===== config.mk =====
export PLATFORM = sky130hd
export DESIGN_NAME = clk_fanout_ctrl
export DESIGN_NICKNAME = d
export VERILOG_FILES = /design/src/rtl/cfo_pkg.sv /design/src/rtl/cfo_sync.sv /design/src/rtl/cfo_lowdet.sv /design/src/rtl/cfo_seq.sv /design/src/rtl/clk_fanout_ctrl.sv
export SDC_FILE = /design/constraint.sdc
export NUM_CORES = 1
export LEC_CHECK = 0
export BUFFER_PORTS_ARGS = -buffer_cell sky130_fd_sc_hd__buf_2
export CAP_MARGIN = 20
export CORE_MARGIN = 5
export CORE_UTILIZATION = 50
export DETAILED_ROUTE_END_ITERATION = 6
export MAX_ROUTING_LAYER = met4
export PLACE_DENSITY = 0.84
export SKIP_LAST_GASP = 1
export SYNTH_ARGS = -nofsm -noshare
export SYNTH_HDL_FRONTEND = slang
export SYNTH_SLANG_ARGS = --single-unit
export TNS_END_PERCENT = 100

===== constraint.sdc =====
create_clock -name clk -period 3.18 [get_ports clk]
set_input_delay 0.636 -clock clk [delete_from_list [all_inputs] [get_ports clk]]
set_output_delay 0.636 -clock clk [all_outputs]
set_load 0.01 [all_outputs]

===== src/rtl/cfo_pkg.sv =====
// Shared types for the clock fan-out controller.
// Assumes: three control states are enough (off, waiting for lock, running).
package cfo_pkg;
    typedef enum logic [1:0] {
        ST_PDOWN    = 2'd0,
        ST_LOCKWAIT = 2'd1,
        ST_RUN      = 2'd2
    } cfo_state_e;
endpackage


===== src/rtl/cfo_sync.sv =====
// Two-flop synchronizer bank for level inputs from another clock domain.
// Assumes: each bit is an independent level, so no bus coherence is needed.
module cfo_sync #(
    parameter int W = 2
) (
    input  logic         clk,
    input  logic         rst_n,
    input  logic [W-1:0] d,
    output logic [W-1:0] q
);
    logic [W-1:0] meta;

    // Two register stages per bit; reset puts both to low.
    always_ff @(posedge clk) begin
        if (!rst_n) begin
            meta <= '0;
            q    <= '0;
        end else begin
            meta <= d;
            q    <= meta;
        end
    end
endmodule


===== src/rtl/cfo_lowdet.sv =====
// Input level detector: counts how long the two synchronized input lines
// have both been low, detects edges on the true line, and flags the
// reserved both-high state.
// Assumes: inputs are already synchronized to clk.
module cfo_lowdet #(
    parameter int LOW_DET_CYCLES = 4,
    localparam int CW = $clog2(LOW_DET_CYCLES + 1)
) (
    input  logic clk,
    input  logic rst_n,
    input  logic t_s,
    input  logic c_s,
    output logic both_low,
    output logic both_high,
    output logic pd_req,
    output logic true_edge
);
    logic [CW-1:0] low_cnt;
    logic          t_prev;

    assign both_low  = !t_s && !c_s;
    assign both_high = t_s && c_s;
    assign pd_req    = (low_cnt == CW'(LOW_DET_CYCLES));
    assign true_edge = t_s ^ t_prev;

    // Saturating count of consecutive both-low cycles.
    always_ff @(posedge clk) begin
        if (!rst_n)        low_cnt <= '0;
        else if (!both_low) low_cnt <= '0;
        else if (!pd_req)   low_cnt <= low_cnt + 1'b1;
    end

    // Previous true level for edge detection.
    always_ff @(posedge clk) begin
        if (!rst_n) t_prev <= 1'b0;
        else        t_prev <= t_s;
    end

    // a power-down request only follows a both-low cycle.
    p_pd_after_low_r5: assert property (@(posedge clk) disable iff (!rst_n)
        pd_req && $past(rst_n) |-> $past(both_low));
endmodule


===== src/rtl/cfo_seq.sv =====
// Power sequencer: power-down, lock-wait and running states, with a
// lock-wait counter.
// Assumes: pd_req and wake come from the level detector in the same domain.
module cfo_seq
    import cfo_pkg::*;
#(
    parameter int LOCK_CYCLES = 1500,
    localparam int LW = (LOCK_CYCLES > 1) ? $clog2(LOCK_CYCLES) : 1
) (
    input  logic       clk,
    input  logic       rst_n,
    input  logic       pd_req,
    input  logic       wake,
    output cfo_state_e state
);
    logic [LW-1:0] lock_cnt;
    logic          lock_done;

    assign lock_done = (lock_cnt == LW'(LOCK_CYCLES - 1));

    // State transitions: a power-down request wins over everything else.
    always_ff @(posedge clk) begin
        if (!rst_n) begin
            state <= ST_PDOWN;
        end else begin
            unique case (state)
                ST_PDOWN:    if (wake) state <= ST_LOCKWAIT;
                ST_LOCKWAIT: if (pd_req) state <= ST_PDOWN;
                             else if (lock_done) state <= ST_RUN;
                ST_RUN:      if (pd_req) state <= ST_PDOWN;
                default:     state <= ST_PDOWN;
            endcase
        end
    end

    // Lock-wait counter: cleared outside the wait, counts up inside it.
    always_ff @(posedge clk) begin
        if (!rst_n || state != ST_LOCKWAIT) lock_cnt <= '0;
        else if (!lock_done)                lock_cnt <= lock_cnt + 1'b1;
    end

    // running is entered only after the full lock count.
    p_lock_full_r8: assert property (@(posedge clk) disable iff (!rst_n)
        state == ST_RUN && $past(state) != ST_RUN && $past(rst_n)
        |-> $past(lock_done));

    // a request in lock-wait returns to power-down.
    p_wait_abort_r10: assert property (@(posedge clk) disable iff (!rst_n)
        state == ST_LOCKWAIT && pd_req |=> state == ST_PDOWN);
endmodule


===== src/rtl/clk_fanout_ctrl.sv =====
// Control logic for a one-to-N differential clock fan-out buffer.
// Synchronizes the input line levels, detects power-down and wake, sequences
// the lock-wait, and decodes per-pair enables from the enable pin and strap.
// Assumes: out_en and sel_strap act combinationally on the enables (they are
// static or asynchronous pins); rst_n is synchronous active-low.
module clk_fanout_ctrl
    import cfo_pkg::*;
#(
    parameter int NUM_PAIRS      = 10,
    parameter int FREE_PAIR      = 7,
    parameter int LOW_DET_CYCLES = 4,
    parameter int LOCK_CYCLES    = 1500
) (
    input  logic                 clk,
    input  logic                 rst_n,
    input  logic                 in_true,
    input  logic                 in_comp,
    input  logic                 out_en,
    input  logic                 sel_strap,
    input  logic                 pll_supply_ok,
    output logic [NUM_PAIRS-1:0] pair_en,
    output logic                 fb_en,
    output logic                 pll_on,
    output logic                 pll_bypass,
    output logic                 stabilizing,
    output logic                 reserved_err
);
    logic [1:0] lvl_s;
    logic       both_low, both_high, pd_req, true_edge;
    cfo_state_e state;
    logic       running;

    cfo_sync #(.W(2)) u_sync (
        .clk(clk), .rst_n(rst_n),
        .d({in_true, in_comp}), .q(lvl_s)
    );

    cfo_lowdet #(.LOW_DET_CYCLES(LOW_DET_CYCLES)) u_lowdet (
        .clk(clk), .rst_n(rst_n),
        .t_s(lvl_s[1]), .c_s(lvl_s[0]),
        .both_low(both_low), .both_high(both_high),
        .pd_req(pd_req), .true_edge(true_edge)
    );

    cfo_seq #(.LOCK_CYCLES(LOCK_CYCLES)) u_seq (
        .clk(clk), .rst_n(rst_n),
        .pd_req(pd_req), .wake(true_edge && !both_low),
        .state(state)
    );

    assign running      = (state == ST_RUN);
    assign fb_en        = (state != ST_PDOWN);
    assign stabilizing  = (state == ST_LOCKWAIT);
    assign pll_bypass   = !pll_supply_ok;
    assign pll_on       = pll_supply_ok && (state != ST_PDOWN);
    assign reserved_err = both_high;

    // Per-pair enable decode; the free pair is exempt when the strap is low.
    for (genvar i = 0; i < NUM_PAIRS; i++) begin : g_pair
        if (i == FREE_PAIR) begin : g_free
            assign pair_en[i] = running && (out_en || !sel_strap);
        end else begin : g_gated
            assign pair_en[i] = running && out_en;
        end
    end

    // no clock pair is on while the feedback pair is off.
    p_pd_all_off_r5: assert property (@(posedge clk) disable iff (!rst_n)
        !fb_en |-> pair_en == '0 && !pll_on);

    // during lock-wait pairs stay dark and feedback is on.
    p_wait_dark_r7: assert property (@(posedge clk) disable iff (!rst_n)
        stabilizing |-> pair_en == '0 && fb_en);

    // free pair runs whenever running with the strap low.
    p_free_pair_r3: assert property (@(posedge clk) disable iff (!rst_n)
        running && !sel_strap |-> pair_en[FREE_PAIR]);

    // bypass and PLL-on never overlap.
    p_bypass_off_r4: assert property (@(posedge clk) disable iff (!rst_n)
        pll_bypass |-> !pll_on);
endmodule


==> run_results.csv, run 1 <==
group,metric,value,unit
clocking,insertion_delay,0.30,ns
setup_path,path_class,"register to primary output",
logic_synthesis,synth_flop_cell,"dfxtp_1",
global_route,grt_pass1_vias,752,
finish,syn_to_final_growth,9.40,%
setup_path,endpoint_kind,"primary output",
logic_synthesis,synthTopCellsByArea,"dfxtp_1, buf_4, a21oi_1",
sta,fin_crit,1.99,ns
logic_synthesis,syn_inst,117,
route,vias,854,
route,via_per_inst,5.37,
pwr,power_switching_share,23.2,%
pwr,clkPwrFrac,29.8,%
finish,seqCellArea,420,um2
finish,layout.nets,143,
floorplanning,top_level_ports,22,
pwr,power_leakage,0.482,nW
finish,fin_area,1120,um2
pwr,finalPower,0.434,mW
place,hpwl,1340,um
clocking,cts_tree,"built",
sta,finalMaxSlewViolations,0,
clocking,cts.path.max_buffers,2,
route,drt_drc_violations_left,0,
floorplanning,core_region_area,1960,um2
global_route,grt_usage,13.3,%
sta,setup_viol,0,
logic_synthesis,synth.most_common_cell,"dfxtp_1",
global_route,antenna_found_initial,0,
logic_synthesis,synth-async-reset-ratio,0,%
logic_synthesis,yosysTopAreaCell,"dfxtp_1",
clocking,root_buffer,"clkbuf_4",
place,dpl_worst_slack,1.28,ns
finish,multiInputGateArea,509,um2
place,io_buffers,21,
clocking,clk_pin_slew,0.11,ns
sta,max_freq,0.502,GHz
floorplanning,die_x,55.3,um
logic_synthesis,synth_top_area_share,41.0,%
sta,clock_skew,0.00110,ns
sta,layout_setup_ws,1.19,ns
clocking,cts_made_buffers,3,
setup_path,cp_max_fo,9,
sta,worstMarginPinSlew,0.464,ns
floorplanning,row_count,16,
sta,whs,0.446,ns
finish,stdcell_count,159,
clocking,post_cts_buffers,0,
setup_path,cp.required,2.54,ns
logic_synthesis,synth_edf_count,0,
route,dr.first_iter.drc_count,29,
sta,setup-tns-final,0,ns
pwr,powerDensity,387,nW/um2
finish,antenna_cells,0,
route,ant_nets,0,
clocking,htree_levels,1,
finish,fin_util,57.1,%
pwr,ir_drop,0.305,mV
global_route,grt_pass1_wl,3180,um
logic_synthesis,ys_seq_area_share,41.0,%
logic_synthesis,synth_nets,127,
pwr,switching_power,0.101,mW
pwr,p_seq_share,63.4,%
place,place_congestion,0.818,
floorplanning,die_area,3050,um2
clocking,cts_resized,0,
floorplanning,start_util,52.2,%
finish,drive_gt1_share,22.7,%
sta,hold_viol_final,0,
pwr,p_comb_share,6.8,%
route,drt_pass1_iterations,4,
clocking,postCtsHoldBufs,0,
setup_path,crit_arrival,1.36,ns
finish,fillers,192,
logic_synthesis,synth_common_cells,"dfxtp_1, a21oi_1, buf_4, nand2_1",
pwr,internal-power,0.333,mW
setup_path,startpoint_type,"register",
status,outcome,"finished clean",
sta,post-route-period-util,62.7,%
flow_run,cap_violations,0,
place,post_dp_cell_area,1090,um2
global_route,grt_overflow,0,
logic_synthesis,yosysWarnings,0,
route,wl_per_cell,11.3,um
logic_synthesis,synth.avg_cell_area,8.76,um2
clocking,cts.sinks,21,
logic_synthesis,syn_area,1020,um2
logic_synthesis,synth.ff_latch_count,21,
logic_synthesis,synth_cell_types,33,
floorplanning,die-height,55.3,um
sta,slew_headroom,69.0,%
route,wl,1800,um
sta,grt_setup_unrepaired,"no",
global_route,grt_max_degree,13,
min_path,hold_path.class,"register to register",
place,place_inst,155,
[power groups by stage]
stage	clock, mW	sequential (mW)	combinational (mW)
6_report	0.129	0.275	0.0295
2_1_floorplan	0	0.280	0.0212
4_1_cts	0.133	0.275	0.0299
3_3_place_gp	0	0.281	0.0281
5_1_grt	0.146	0.276	0.0348
3_5_place_dp	0	0.281	0.0297
[final timing paths]
path | startpoint | to | slack, ns | cells past startpoint
max | u_seq.state[0]$_SDFFE_PN0P_ | pair_en[6] | 1.19 | 3
min | u_sync.meta[0]$_SDFF_PN0_ | u_sync.q[0]$_SDFF_PN0_ | 0.45 | 1
min reg2reg | u_sync.meta[0]$_SDFF_PN0_ | u_sync.q[0]$_SDFF_PN0_ | 0.45 | 1
max reg2reg | u_seq.state[1]$_SDFFE_PN0P_ | u_seq.lock_cnt[2]$_SDFFE_PP0P_ | 1.67 | 3
[cells by family after synthesis]
logic type	share of synthesized area, %
compound gates	13.4
simple gates	30.0
xor+xnor	2.56
flops	41.0
fa+ha+maj	3.66
buf+inv	9.28
[layer usage]
| layer | share of wire [%] | global-route usage, % | wire, um | vias to the layer above |
|---|---|---|---|---|
| met5 | 0 | - | 0 | - |
| met4 | 2.4 | 9.38 | 44 | 0 |
| met3 | 8.3 | 4.66 | 149 | 4 |
| met2 | 42 | 18.8 | 762 | 25 |
| met1 | 47 | 15.5 | 841 | 389 |
| li1 | - | - | - | 436 |
[layout make-up]
type,instances,area share [%]
multi-input combinational,79,45.4
sequential,21,37.5
timing repair buffer,21,9.37
tap,27,3.01
clock buffer,4,2.34
inverter,7,2.34
[registers in the layout, summed over array words and instances (netlist names)]
name	flops
u_sync.q	2
u_sync.meta	2
u_seq.lock_cnt	11
u_seq.state	2
u_lowdet.t_prev	1
u_lowdet.low_cnt	3
[worst max-delay path, cell delays in order, from the launching register on]
cell      delay [ns]
dfxtp_1         0.36
nand2b_1        0.18
nor2_1          0.30
buf_2           0.21
[placed cells by master (no fill, tap or decap), drive strengths merged, types with 2 or more instances in the layout]
cell    synthesis  layout
dfxtp          21      21
nand2           8       8
or3             3       3
and2            7       7
and3            2       2
nor2            7       7
o21ai           2       2
and3b           2       2
xor2            2       2
nor2b           3       3
or4             4       4
nand4           4       4
buf             9      21
inv             7       7
ha              3       3
a21oi          11      11
o31ai           4       4
nand3           6       6
clkbuf          1       4
No activity file was read; power rests on OpenSTA's default activity.
==> run 2, diff against run 1 <==
--- a/config.mk
+++ b/config.mk
@@ -5,13 +5,14 @@
 export SDC_FILE = /design/constraint.sdc
 export NUM_CORES = 1
 export LEC_CHECK = 0
+export ABC_AREA = 1
 export BUFFER_PORTS_ARGS = -buffer_cell sky130_fd_sc_hd__buf_2
 export CAP_MARGIN = 20
 export CORE_MARGIN = 5
-export CORE_UTILIZATION = 50
+export CORE_UTILIZATION = 47
 export DETAILED_ROUTE_END_ITERATION = 6
 export MAX_ROUTING_LAYER = met4
-export PLACE_DENSITY = 0.84
+export PLACE_DENSITY = 0.83
 export SKIP_LAST_GASP = 1
 export SYNTH_ARGS = -nofsm -noshare
 export SYNTH_HDL_FRONTEND = slang
==> constraint.sdc (replaced) <==
create_clock -name clk -period 1.65 [get_ports clk]
set_input_delay 0.33 -clock clk [delete_from_list [all_inputs] [get_ports clk]]
set_output_delay 0.33 -clock clk [all_outputs]
set_load 0.01 [all_outputs]
==> run_results.csv, run 2 <==
group,metric,value,unit
place,place_congestion,0.760,
logic_synthesis,synth.most_common_cell,"nand2_1",
sta,grt_setup_unrepaired,"no",
status,outcome,"finished clean",
logic_synthesis,syn_inst,155,
clocking,insertion_delay,0.30,ns
setup_path,reg2reg_setup_slack,0.24,ns
min_path,hold_path.class,"primary input to register",
floorplanning,start_util,49.1,%
route,ant_nets,0,
clocking,postCtsHoldBufs,0,
route,dr.first_iter.drc_count,37,
logic_synthesis,ys_seq_area_share,39.1,%
logic_synthesis,synth_top_area_share,39.1,%
global_route,grt_overflow,0,
clocking,clk_pin_slew,0.12,ns
clocking,cts.path.max_buffers,2,
logic_synthesis,synth.avg_cell_area,6.93,um2
clocking,root_buffer,"clkbuf_4",
floorplanning,core_region_area,2190,um2
global_route,grt_pass1_vias,864,
clocking,cts_made_buffers,3,
clocking,cts.sinks,21,
finish,top_register,"u_seq.lock_cnt",
logic_synthesis,synth-async-reset-ratio,0,%
sta,finalMaxSlewViolations,0,
logic_synthesis,synthTopCellsByArea,"dfxtp_1, nand2_1, inv_1",
route,drt_drc_violations_left,0,
sta,worstMarginPinSlew,0.368,ns
sta,fin_crit,1.51,ns
global_route,grt_max_degree,12,
route,wl_per_cell,10.0,um
floorplanning,die_area,3340,um2
finish,drive_gt1_share,18.1,%
logic_synthesis,synth_common_cells,"nand2_1, inv_1, dfxtp_1, nor2_1, a21oi_1",
sta,clock_skew,0.00101,ns
pwr,ir_drop,0.489,mV
logic_synthesis,syn_area,1070,um2
finish,layout.nets,182,
pwr,powerDensity,766,nW/um2
route,via_per_inst,4.75,
setup_path,r2r-start,"u_seq.lock_cnt[1]$_SDFFE_PP0P_",
finish,final_common_cell,"nand2_1",
global_route,antenna_found_initial,0,
sta,whs,0.193,ns
route,vias,946,
logic_synthesis,synth_cell_types,23,
clocking,htree_levels,1,
sta,setup-tns-final,0,ns
floorplanning,die_x,57.8,um
setup_path,endpoint_kind,"primary output",
global_route,grt_usage,13.0,%
clocking,cts_tree,"built",
pwr,finalPower,0.908,mW
logic_synthesis,synth_flop_cell,"dfxtp_1",
setup_path,startpoint,"u_seq.state[1]$_SDFFE_PN0P_",
finish,fin_area,1180,um2
sta,slew_headroom,75.4,%
logic_synthesis,synth.ff_latch_count,21,
logic_synthesis,synth_nets,165,
logic_synthesis,yosysWarnings,0,
route,wl,2000,um
setup_path,cp.required,1.32,ns
min_path,min_from,"in_comp",
setup_path,path_class,"register to primary output",
setup_path,cp_max_fo,9,
finish,final_cell_mix,"nand2_1, inv_1, buf_2",
place,io_buffers,21,
sta,hold_viol_final,0,
floorplanning,die-height,57.8,um
setup_path,startpoint_type,"register",
place,hpwl,1470,um
place,post_dp_cell_area,1150,um2
floorplanning,row_count,17,
sta,max_freq,0.662,GHz
setup_path,crit_arrival,1.18,ns
route,drt_pass1_iterations,4,
finish,reg_top3,"u_seq.lock_cnt: 11 flops, u_lowdet.low_cnt: 3 flops",
finish,syn_to_final_growth,10.2,%
logic_synthesis,yosysTopAreaCell,"dfxtp_1",
clocking,post_cts_buffers,0,
finish,antenna_cells,0,
logic_synthesis,synth_edf_count,0,
flow_run,cap_violations,0,
sta,setup_viol,0,
global_route,grt_pass1_wl,3480,um
finish,largest_reg_flops,11,
floorplanning,top_level_ports,22,
sta,post-route-period-util,91.5,%
pwr,power_leakage,0.590,nW
## run 2: cell types whose count changed after synthesis, moves of 4 or more
cell / delta
nand2_1: +28
or4_1: -4
and2_1: -7
inv_1: +24
nor2_1: +7
## run 2: routing by layer
layer,part of all wire [%],wire [um],vias to the layer above,global-route usage (%)
met5,0,0,-,-
met4,2.4,47,0,4.97
met3,7.3,145,7,2.45
met2,43,858,32,20.5
met1,47,945,406,16.5
li1,-,-,501,-
## run 2: path summary, 6_finish.rpt
check | endpoint | cells past startpoint
max | pair_en[8] | 3
max reg2reg | u_seq.lock_cnt[1]$_SDFFE_PP0P_ | 7
min | u_sync.meta[0]$_SDFF_PN0_ | 3
min reg2reg | u_sync.q[0]$_SDFF_PN0_ | 2
## run 2: where the power goes
group | total (mW) | internal [mW] | switching (mW)
registers | 0.543 | 0.527 | 0.0159
clock network | 0.253 | 0.0944 | 0.158
logic | 0.113 | 0.0414 | 0.0714
## run 2: stage by stage
stage               instances  setup slack [ns]  util [%]
CTS                       199            0.0738      53.8
global route              199            0.0405      54.1
detailed placement        195             0.238      52.5
finish                    199             0.140      54.1
global placement          195             0.311      52.5
floorplan                 155             0.247         -
## run 2: final cells by class
| cell class | count | area (um2) |
|---|---|---|
| tap | 28 | 35.0 |
| clock buffer | 4 | 26.3 |
| fill | 194 | 1010 |
| multi-input combinational | 94 | 480 |
| sequential | 21 | 422 |
| inverter | 31 | 116 |
| timing repair buffer | 21 | 105 |
## run 2: logic make-up (layout without fill, tap and decap cells)
group / count (synthesis) / in the layout / synth area share [%]
buffers and inverters: 40 / 56 / 16.9
adders and majority gates: 3 / 3 / 3.49
xor gates and xnor gates: 4 / 4 / 3.26
AOI/OAI and AO/OA: 19 / 19 / 9.43
DFF: 21 / 21 / 39.1
and+or+nand+nor: 68 / 68 / 27.8
## run 2: worst max-delay path: stages (launching register included)
cell,delay [ns]
dfxtp_1,0.40
nand2_1,0.15
nor2_4,0.17
buf_2,0.16
## run 2: timing repair
item	4_1_cts	5_1_grt
setup endpoints to repair	9	10
pin swaps	0	0
resized for setup	1	2
==> run 3, diff against run 2 <==
--- a/config.mk
+++ b/config.mk
@@ -5,7 +5,6 @@
 export SDC_FILE = /design/constraint.sdc
 export NUM_CORES = 1
 export LEC_CHECK = 0
-export ABC_AREA = 1
 export BUFFER_PORTS_ARGS = -buffer_cell sky130_fd_sc_hd__buf_2
 export CAP_MARGIN = 20
 export CORE_MARGIN = 5
==> run_results.csv, run 3 (synthesized netlist as in run 1, its figures left out) <==
group,metric,value,unit
finish,largest_reg_flops,11,
clocking,cts_tree,"built",
finish,final_cell_mix,"buf_2, dfxtp_1, a21oi_1",
flow_run,cap_violations,0,
clocking,cts.sinks,21,
setup_path,cp.required,1.32,ns
global_route,grt_pass1_wl,3240,um
place,place_inst,157,
pwr,finalPower,0.845,mW
global_route,grt_util_met2,20.8,%
setup_path,crit_arrival,1.26,ns
setup_path,reg2reg_setup_slack,0.17,ns
route,dr.first_iter.drc_count,19,
global_route,grt_pass1_vias,781,
sta,max_freq,0.630,GHz
clocking,root_buffer,"clkbuf_4",
finish,seqCellArea,423,um2
route,wl_per_cell,12.6,um
setup_path,cp_top_family,"simple AND/OR/NAND/NOR gates",
finish,multiInputGateArea,526,um2
sta,fin_crit,1.59,ns
finish,fin_util,53.5,%
global_route,grt_util_met3,2.76,%
finish,reg_top3,"u_seq.lock_cnt: 11 flops, u_lowdet.low_cnt: 3 flops",
global_route,grt.busiest_layer,"met2",
finish,drive_gt1_share,27.6,%
floorplanning,top_level_ports,22,
finish,layout.nets,145,
sta,post-route-period-util,96.2,%
finish,stdcell_count,162,
global_route,grt_overflow,0,
sta,worstMarginPinSlew,0.310,ns
pwr,powerDensity,735,nW/um2
finish,top_register,"u_seq.lock_cnt",
setup_path,r2r_end,"u_seq.lock_cnt[10]$_SDFFE_PP0P_",
setup_path,worst_path_largest_cell_delay,0.36,ns
finish,final_common_cell,"buf_2",
floorplanning,start_util,47.7,%
sta,setup-tns-final,0,ns
sta,clock_skew,0.00644,ns
route,via_per_inst,5.49,
setup_path,cp_cell_sequence,"or2_2, and2_1, buf_2",
route,wl,2030,um
clocking,cts_made_buffers,3,
finish,antenna_cells,0,
route,drt_pass1_iterations,4,
place,place_congestion,0.910,
sta,slew_headroom,79.1,%
min_path,hold_path.class,"primary input to register",
setup_path,cp_max_fo,5,
floorplanning,row_count,17,
setup_path,cp_slowest_cell,"dfxtp_2",
pwr,power_leakage,0.491,nW
clocking,insertion_delay,0.32,ns
clocking,htree_levels,1,
place,io_buffers,21,
floorplanning,die_area,3210,um2
setup_path,startpoint_type,"register",
setup_path,path_class,"register to primary output",
setup_path,crit_cells,3,
global_route,grt_max_degree,13,
floorplanning,die-height,56.7,um
pwr,ir_drop,0.434,mV
setup_path,r2r-start,"u_seq.lock_cnt[0]$_SDFFE_PP0P_",
finish,syn_to_final_growth,12.2,%
clocking,clk_pin_slew,0.12,ns
place,hpwl,1460,um
sta,setup_viol,0,
global_route,antenna_found_initial,0,
setup_path,startpoint,"u_seq.state[1]$_SDFFE_PN0P_",
route,vias,889,
status,outcome,"finished clean",
global_route,grt_usage,13.2,%
setup_path,endpoint_kind,"primary output",
floorplanning,core_region_area,2150,um2
clocking,cts.path.max_buffers,2,
finish,fillers,215,
route,ant_nets,0,
setup_path,crit_end,"pll_on",
floorplanning,die_x,56.7,um
global_route,grtUsageMet1,14.6,%
sta,hold_viol_final,0,
route,drt_drc_violations_left,0,
sta,finalMaxSlewViolations,0,
setup_path,cp_num_buf_inv,1,
setup_path,r2r_cells,4,
==> run 3: cell types whose count changed in the layout (fill, tap and decap cells not counted), sizes merged, moves of 3 or more <==
cell	delta
or4	+4
o21ai	-4
o31ai	+3
inv	-24
nor2	-8
or3	+3
and2	+7
nand2	-29
nor2b	+3
==> run 3: worst reg2reg max path, delay by kind of cell, from the launching register on <==
family / cells / cell delay (ns)
AND/OR/NAND/NOR: 1 / 0.51
AO/OA/AOI/OAI: 1 / 0.14
adder cells (fa/ha/maj): 1 / 0.21
flip-flops: 1 / 0.44
buffers and inverters: 1 / 0.11
==> run 3: cell type report <==
cell class	instances	share of cell area [%]
multi-input combinational	80	45.7
sequential	21	36.8
timing repair buffer	22	9.79
tap	28	3.05
inverter	7	2.29
clock buffer	3	1.96
clock inverter	1	0.435
==> run 3: how the worst min path moves through the flow <==
stage	from	to	slack, ns	cells after the start
after floorplan	u_sync.meta[0]$_SDFF_PN0_	u_sync.q[0]$_SDFF_PN0_	0.41	1
after global placement	u_sync.meta[0]$_SDFF_PN0_	u_sync.q[0]$_SDFF_PN0_	0.41	1
after detailed placement	u_sync.meta[0]$_SDFF_PN0_	u_sync.q[0]$_SDFF_PN0_	0.43	1
after CTS	in_true	u_sync.meta[1]$_SDFF_PN0_	0.20	2
after global routing	in_comp	u_sync.meta[0]$_SDFF_PN0_	0.20	2
final	in_true	u_sync.meta[1]$_SDFF_PN0_	0.21	2
==> run 3: layer usage <==
metal	part of all wire, %	vias to the layer above
li1	-	443
met1	43	405
met2	47	35
met3	7.2	6
met4	2.9	0
met5	0	-
==> run 3: stage by stage <==
step / setup slack, ns / hold WS (ns) / instance area [um2]
after global placement: 0.293 / 0.414 / 1100
after floorplan: 0.196 / 0.412 / 1020
final: 0.0633 / 0.206 / 1150
after detailed placement: 0.235 / 0.430 / 1100
after CTS: 0.0293 / 0.197 / 1130
after global routing: -0.0234 / 0.204 / 1150
==> run 3: timing repair <==
item,in CTS,in global routing
setup buffers,0,0
cloned,0,1
resized for setup,1,4
setup endpoints to repair,9,10
endpoints found under the hold margin,0,0
hold buffers,0,0
pin swaps,0,1
==> run 3: report_power, final <==
group | switching [mW] | internal, mW | leakage [nW] | total (mW)
clock network | 0.163 | 0.0909 | 0.0177 | 0.254
registers | 0.0109 | 0.521 | 0.172 | 0.531
logic | 0.0319 | 0.0286 | 0.301 | 0.0605
